[src/rtl/alu_ctrl_pkg.sv]
package alu_ctrl_pkg;

  typedef enum logic [1:0] {
    SEL_AND  = 2'b00,
    SEL_OR   = 2'b01,
    SEL_SUM  = 2'b10,
    SEL_LESS = 2'b11
  } alu_sel_e;

  typedef struct packed {
    logic     inv_a;
    logic     inv_b;
    alu_sel_e sel;
  } alu_ctrl_t;

  localparam logic [3:0] CTRL_AND = 4'b0000;
  localparam logic [3:0] CTRL_OR  = 4'b0001;
  localparam logic [3:0] CTRL_ADD = 4'b0010;
  localparam logic [3:0] CTRL_SUB = 4'b0110;
  localparam logic [3:0] CTRL_SLT = 4'b0111;
  localparam logic [3:0] CTRL_NOR = 4'b1100;

endpackage

[src/rtl/alu_bit_cell.sv]
module alu_bit_cell
  import alu_ctrl_pkg::*;
(
  input  logic     a_i,
  input  logic     b_i,
  input  logic     inv_a_i,
  input  logic     inv_b_i,
  input  logic     cin_i,
  input  logic     less_i,
  input  alu_sel_e sel_i,
  output logic     res_o,
  output logic     sum_o,
  output logic     cout_o
);

  logic a_eff;
  logic b_eff;

  assign a_eff  = a_i ^ inv_a_i;
  assign b_eff  = b_i ^ inv_b_i;
  assign sum_o  = a_eff ^ b_eff ^ cin_i;
  assign cout_o = (a_eff & b_eff) | (a_eff & cin_i) | (b_eff & cin_i);

  always_comb begin
    unique case (sel_i)
      SEL_AND:  res_o = a_eff & b_eff;
      SEL_OR:   res_o = a_eff | b_eff;
      SEL_SUM:  res_o = sum_o;
      default:  res_o = less_i;
    endcase
  end

endmodule

[src/rtl/alu_sign_tail.sv]
module alu_sign_tail (
  input  logic top_sum_i,
  input  logic top_cin_i,
  input  logic top_cout_i,
  output logic ovf_o,
  output logic set_o
);

  assign ovf_o = top_cin_i ^ top_cout_i;
  assign set_o = top_sum_i ^ ovf_o;

endmodule

[src/rtl/alu_zero_detect.sv]
module alu_zero_detect #(
  parameter int WIDTH = 32
) (
  input  logic [WIDTH-1:0] vec_i,
  output logic             zero_o
);

  assign zero_o = ~|vec_i;

endmodule

[src/rtl/alu_ripple_top.sv]
module alu_ripple_top
  import alu_ctrl_pkg::*;
#(
  parameter int WIDTH = 32
) (
  input  logic [WIDTH-1:0] a_i,
  input  logic [WIDTH-1:0] b_i,
  input  logic [3:0]       ctrl_i,
  output logic [WIDTH-1:0] result_o,
  output logic             overflow_o,
  output logic             zero_o,
  output logic             carry_o
);

  localparam int MSB = WIDTH - 1;

  alu_ctrl_t ctrl;
  logic      ovf_raw;
  logic      set_bit;

  assign ctrl = alu_ctrl_t'(ctrl_i);

  for (genvar i = 0; i < WIDTH; i++) begin : g_cell
    logic cin_s;
    logic less_s;
    logic res_s;
    logic sum_s;
    logic cout_s;

    if (i == 0) begin : g_lsb
      assign cin_s  = ctrl.inv_b;
      assign less_s = set_bit;
    end else begin : g_upper
      assign cin_s  = g_cell[i-1].cout_s;
      assign less_s = 1'b0;
    end

    alu_bit_cell u_cell (
      .a_i     (a_i[i]),
      .b_i     (b_i[i]),
      .inv_a_i (ctrl.inv_a),
      .inv_b_i (ctrl.inv_b),
      .cin_i   (cin_s),
      .less_i  (less_s),
      .sel_i   (ctrl.sel),
      .res_o   (res_s),
      .sum_o   (sum_s),
      .cout_o  (cout_s)
    );

    assign result_o[i] = res_s;
  end

  alu_sign_tail u_tail (
    .top_sum_i  (g_cell[MSB].sum_s),
    .top_cin_i  (g_cell[MSB].cin_s),
    .top_cout_i (g_cell[MSB].cout_s),
    .ovf_o      (ovf_raw),
    .set_o      (set_bit)
  );

  alu_zero_detect #(.WIDTH(WIDTH)) u_zero (
    .vec_i  (result_o),
    .zero_o (zero_o)
  );

  assign carry_o    = g_cell[MSB].cout_s;
  assign overflow_o = (ctrl.sel == SEL_SUM) & ovf_raw;

  // Cross-checks between the cell column, the tail and the flag logic.
  always_comb begin
    if (ctrl_i == CTRL_ADD) begin
      p_add_sum_r4: assert (result_o == a_i + b_i)
        else $error("R4 add result mismatch");
    end
    if (ctrl_i == CTRL_SLT) begin
      p_slt_upper_zero_r6: assert (result_o[WIDTH-1:1] == '0)
        else $error("R6 upper bits nonzero");
      p_slt_signed_r6: assert (result_o[0] == ($signed(a_i) < $signed(b_i)))
        else $error("R6 signed compare wrong");
    end
    if (ctrl.sel != SEL_SUM) begin
      p_no_overflow_r8: assert (!overflow_o)
        else $error("R8 overflow on non-arithmetic op");
    end
    if (ctrl_i == CTRL_SUB && a_i == b_i) begin
      p_equal_zero_r9: assert (zero_o)
        else $error("R9 zero missing on equal subtract");
    end
  end

endmodule

[config.mk]
export PLATFORM = sky130hd
export DESIGN_NAME = alu_ripple_top
export DESIGN_NICKNAME = d
export VERILOG_FILES = /design/src/rtl/alu_ctrl_pkg.sv /design/src/rtl/alu_bit_cell.sv /design/src/rtl/alu_sign_tail.sv /design/src/rtl/alu_zero_detect.sv /design/src/rtl/alu_ripple_top.sv
export SDC_FILE = /design/constraint.sdc
export NUM_CORES = 1
export LEC_CHECK = 0
export ABC_CLOCK_PERIOD_IN_PS = 17500
export BUFFER_PORTS_ARGS = -buffer_cell sky130_fd_sc_hd__buf_2
export CORE_MARGIN = 3
export CORE_UTILIZATION = 50
export DETAILED_ROUTE_END_ITERATION = 8
export GPL_TIMING_DRIVEN = 1
export PLACE_DENSITY = 0.81
export REMOVE_ABC_BUFFERS = 1
export SYNTH_ARGS = -nofsm -noshare
export SYNTH_HDL_FRONTEND = slang
export SYNTH_SLANG_ARGS = --single-unit
export TNS_END_PERCENT = 10
[constraint.sdc]
create_clock -name vclk -period 17.5
set_input_delay 1.75 -clock vclk [all_inputs]
set_output_delay 1.75 -clock vclk [all_outputs]
set_load 0.01 [all_outputs]
# == After elaboration in Yosys (flattened, before gate mapping) ==
# Cells that the tools add are included.
# classes
mux,32
n_reduce_logical,3
eq_ne,2
bitwise_logic,323
# op_table
operator,count
$xor A1 B1 Y1,130
$and A1 B1 Y1,97
$or A1 B1 Y1,96
$pmux W1 S3,32
$reduce_or A32 Y1,1
$eq A2 B1 Y1 const B,1
$eq A2 B2 Y1 const B,1
$logic_not A2 Y1,1
$logic_not A1 Y1,1
# totals
register_bits,0
output_inout_bits,35
word_cells,360
in_bits,68

# == Longest topological paths before layout ==
# depth
ltp_word,102
mapped_depth,42
ltp_nobuf,40

# == Modules after synthesis ==
# Synthesis repeated with hierarchy kept, for this count alone.
# unflattened
cells_unflattened,431
area_unflattened_um2,3801.1
# by_module_without_submodules
mod,area_per_inst_um2,n_inst,cells_per_inst,seq_area_each_um2
alu_bit_cell,107.6,32,12,0.0
alu_ripple_top,252.7,1,34,0.0
alu_zero_detect,72.6,1,11,0.0
alu_sign_tail,32.5,1,2,0.0

# == Least setup slack after synthesis ==
# Ideal clock, no wire load.
# synth_path
path_type,input -> output
from,input ctrl_i[2]
to,output zero_o
slack_ns,-0.082
path_buffers,2
t_arrival_ns,15.832
cell_stages,41
required_time_ns,15.750
cell_sequence,clkbuf_1 > clkbuf_1 > xor2_1 > fa_1 > fa_1 > inv_1 > fa_1 > fa_1 > fa_1 > fa_1 > fa_1 > fa_1 > fa_1 > fa_1 > fa_1 > fa_1 > fa_1 > fa_1 > [5 not listed] > fa_1 > fa_1 > fa_1 > fa_1 > fa_1 > fa_1 > fa_1 > fa_1 > fa_1 > fa_1 > fa_1 > inv_1 > fa_1 > mux2i_1 > o22ai_1 > or4_1 > or4_1 > nor4_2
# synth_between
elab_cells_between_ends,324
cone_classes,mux: 32; bitwise: 290; reduce/logical: 2
# synth_rtl
element,line_no,rtl
start: declaration,alu_ripple_top.sv:8,"input logic [3:0] ctrl_i,"
$xor A1 B1 Y1,alu_bit_cell.sv:20,assign b_eff = b_i ^ inv_b_i;
$and A1 B1 Y1,alu_bit_cell.sv:22,assign cout_o = (a_eff & b_eff) | (a_eff & cin_i) | (b_eff & cin_i);
$or A1 B1 Y1 (2 in a row),alu_bit_cell.sv:22,
$and A1 B1 Y1,alu_bit_cell.sv:22,
$or A1 B1 Y1 (2 in a row),alu_bit_cell.sv:22,
$and A1 B1 Y1,alu_bit_cell.sv:22,
$or A1 B1 Y1 (2 in a row),alu_bit_cell.sv:22,
$and A1 B1 Y1,alu_bit_cell.sv:22,
[78 not listed],n/a,
$or A1 B1 Y1 (2 in a row),alu_bit_cell.sv:22,
$and A1 B1 Y1,alu_bit_cell.sv:22,
$or A1 B1 Y1 (2 in a row),alu_bit_cell.sv:22,
$xor A1 B1 Y1,alu_bit_cell.sv:21,assign sum_o = a_eff ^ b_eff ^ cin_i;
$pmux W1 S3 (*),alu_bit_cell.sv:25,unique case (sel_i)
net g_cell[31].res_s,alu_ripple_top.sv:26,logic res_s;
$reduce_or A32 Y1 (*),alu_zero_detect.sv:8,assign zero_o = ~|vec_i;
$logic_not A1 Y1 (*),alu_zero_detect.sv:8,
end: declaration,alu_ripple_top.sv:11,"output logic zero_o,"
# The timed path passes the listed nets; every way through them passes the cells marked *.

# == Worst setup path in the final report ==
# layout_path
from,input ctrl_i[3]
to,output zero_o
# layout_between
elab_chain_cells,102
elab_cells_between_ends,323
cone_classes,mux: 32; bitwise: 289; reduce/logical: 2
# layout_rtl
element,line_no,rtl
$xor A1 B1 Y1,alu_bit_cell.sv:19,assign a_eff = a_i ^ inv_a_i;
"$and A1 B1 Y1, on equally long branches","alu_bit_cell.sv:22, alu_bit_cell.sv:26",
$or A1 B1 Y1 (2 in a row),alu_bit_cell.sv:22,
$and A1 B1 Y1,alu_bit_cell.sv:22,
$or A1 B1 Y1 (2 in a row),alu_bit_cell.sv:22,
$and A1 B1 Y1,alu_bit_cell.sv:22,
$or A1 B1 Y1 (2 in a row),alu_bit_cell.sv:22,
$and A1 B1 Y1,alu_bit_cell.sv:22,
[81 not listed],n/a,
$or A1 B1 Y1 (2 in a row),alu_bit_cell.sv:22,
$and A1 B1 Y1,alu_bit_cell.sv:22,
$or A1 B1 Y1 (2 in a row),alu_bit_cell.sv:22,
$xor A1 B1 Y1,alu_sign_tail.sv:9,assign ovf_o = top_cin_i ^ top_cout_i;
$xor A1 B1 Y1,alu_sign_tail.sv:10,assign set_o = top_sum_i ^ ovf_o;
$pmux W1 S3,alu_bit_cell.sv:25,
$reduce_or A32 Y1 (*),alu_zero_detect.sv:8,
$logic_not A1 Y1 (*),alu_zero_detect.sv:8,
# Every way passes the cells marked *; elsewhere a longest branch is shown, timed or not.

==> run summary <==
Pwr dens: 40.1 nW/um^2
Sequential cell count: 0
Fin nets: 641
Port Buffers: 103
Slew Viols, Final: 0
Peak Freq: 58.5 MHz
Residual DRC: 0
WL met3: 387 um
Placer Congestion: 0.895
Final WL: 7.75 mm
Crit path DAT: 15340 ps
Initial Utilization: 53.4%
Placed cell count: 568
Synth Warn #: 0
Distinct cells, synth: 27
Post-layout min period: 17090 ps
Routed length per instance: 13.6 um
Largest net degree at the start of global routing: 73
Finish-stage setup viols: 0
Initial antenna violation count: 0
Final cell count without fillers: 568
Cells after synthesis: 411
Period utilization: 97.6%
HP Class: in -> out
# Max-Cap Violations: 0
Fill count: 575
Area Overhead vs Synth: 12.7%
Maximum VDD drop: 0.0000222 V
Wire length on met2: 4.08 mm
Die Y-Extent: 89.7 um
Sequential Area: 0 um^2
Layout clock buffers: 0
Met1 WL: 3.22 mm
Core Box Area: 6570 um^2
Final worst slack: 413 ps
Sequential-to-total area share from yosys stat: 0%
Share of cells above drive strength 1: 29.1%
Global route total overflow: 0
Via density per instance: 4.83
Final Hold Fails: 0
Antenna viol nets, final: 0
Critical Path Fanout Max: 3
Slew HR: 38.1%
I/O Pins: 103
Setup_tns: 0 ps
Vias after detailed routing: 2745
Crit-path most repeated cell: fa_1
Crit end category: output port
Vias in the first global route: 2950
CP required: 15750 ps
HPWL after DPL: 6.45 mm
Chip Width: 89.7 um
Worst hold path stage count: 6
Worst path max stage delay: 450 ps
# rows: 29
First-iteration detailed-routing DRC count: 60
First-pass GRT wire length: 13.0 mm
Final Cell Area: 3950 um^2
WS Path Type: in -> out
Pre-CTS setup slack: -474 ps
Post-Syn Area: 3510 um^2
Area of the multi-input gates: 2910 um^2
GRT Util Overall: 18.6%
Die area: 8050 um^2
Leakage: 2.19 nW
Critical-path top delay cell: or4_1
Mean Syn Cell Area: 8.53 um^2
Max layer used: met4
Slew @ Worst Pin: 929 ps
Drt first pass iters: 4
Area after DPL: 3900 um^2
Outcome: finished clean
Pwr Total: 159 uW
Worst Setup Start Kind: primary input
Antenna diode count: 0
cells in the final DEF, fill, tap and decap left out:
cell and n:
nor2_1 2, buf_4 16, nor2b_4 1, a21oi_2 1, xnor2_1 5, nor3b_1 1, nor2b_1 31, ha_1 64
nor4_4 1, o31ai_1 1, o31a_1 17, and2b_1 4, or4_4 1, nand2b_1 1, a21o_1 1, o22ai_1 13
inv_1 77, fa_1 17, o21ai_0 18, or4_1 8, fa_2 15, xor2_1 61, mux2i_1 14, o221ai_1 1
a211oi_1 1, buf_2 103
report_power, final:
part	internal, mW	leakage (nW)	total (mW)	switching (mW)
clock	0	0	0	0
sequential	0	0	0	0
combinational	0.0705	2.19	0.159	0.0880
worst paths after layout:
| kind | start | endpoint | slack (ps) |
|---|---|---|---|
| min | b_i[11] | result_o[11] | 4120 |
| max | ctrl_i[3] | zero_o | 410 |
routing by layer:
metal / track usage (%) / vias up
met5: 0 / -
met4: 2.30 / 0
met3: 1.25 / 8
met2: 37.1 / 76
met1: 22.2 / 1299
li1: - / 1362
repair_timing:
action	in CTS	in global routing
hold buffers	0	0
setup endpoints to repair	1	1
pin swaps	2	3
setup buffers	0	0
gates resized for setup	10	8
per-stage QoR:
step	hold slack (ps)	utilization, %
6_report	4120	60.1
4_1_cts	4130	59.7
2_1_floorplan	3550	-
3_5_place_dp	4140	59.3
3_3_place_gp	4120	59.3
5_1_grt	4170	60.1
Yosys cell counts:
cell type	count	area, um^2
inv_1	77	289
ha_1	64	801
xor2_1	61	534
buf_4	33	248
fa_1	32	641
nor2b_1	31	194
o21ai_0	18	90.1
o31a_1	17	149
mux2i_1	14	140
o22ai_1	13	81.3
or4_1	9	67.6
clkbuf_1	8	30.0
buf_2	7	35.0
xnor2_1	5	43.8
and2b_1	4	30.0
buf_1	4	15.0
buf_6	3	33.8
nor2_1	2	7.51
a211oi_1	1	7.51
a21o_1	1	7.51
a21oi_1	1	5.00
nand2b_1	1	6.26
nor2b_4	1	13.8
nor3b_1	1	7.51
nor4_2	1	12.5
o221ai_1	1	8.76
o31ai_1	1	7.51
cells by family (layout without fill, tap and decap cells):
kind of cell	Yosys count	in the layout	synth area share, %
AOI/OAI and AO/OA	53	53	10.2
xor gates and xnor gates	66	66	16.5
adders and majority gates	96	96	41.1
buffers and inverters	132	196	18.6
muxes	14	14	4.00
and+or+nand+nor	50	50	9.67
final cells by class:
| type | count | area share [%] |
|---|---|---|
| tap | 93 | 2.95 |
| inverter | 77 | 7.32 |
| multi-input combinational | 279 | 73.6 |
| timing repair buffer | 119 | 16.1 |
worst max-delay path, delay by kind of cell:
| kind | cells | cell delay (ps) |
|---|---|---|
| fa+ha+maj | 31 | 11260 |
| compound gates | 1 | 120 |
| simple gates | 3 | 1210 |
| mux | 1 | 140 |
| buf+inv | 6 | 700 |
| xor+xnor | 1 | 130 |
Power figures use the tool's default switching activity.
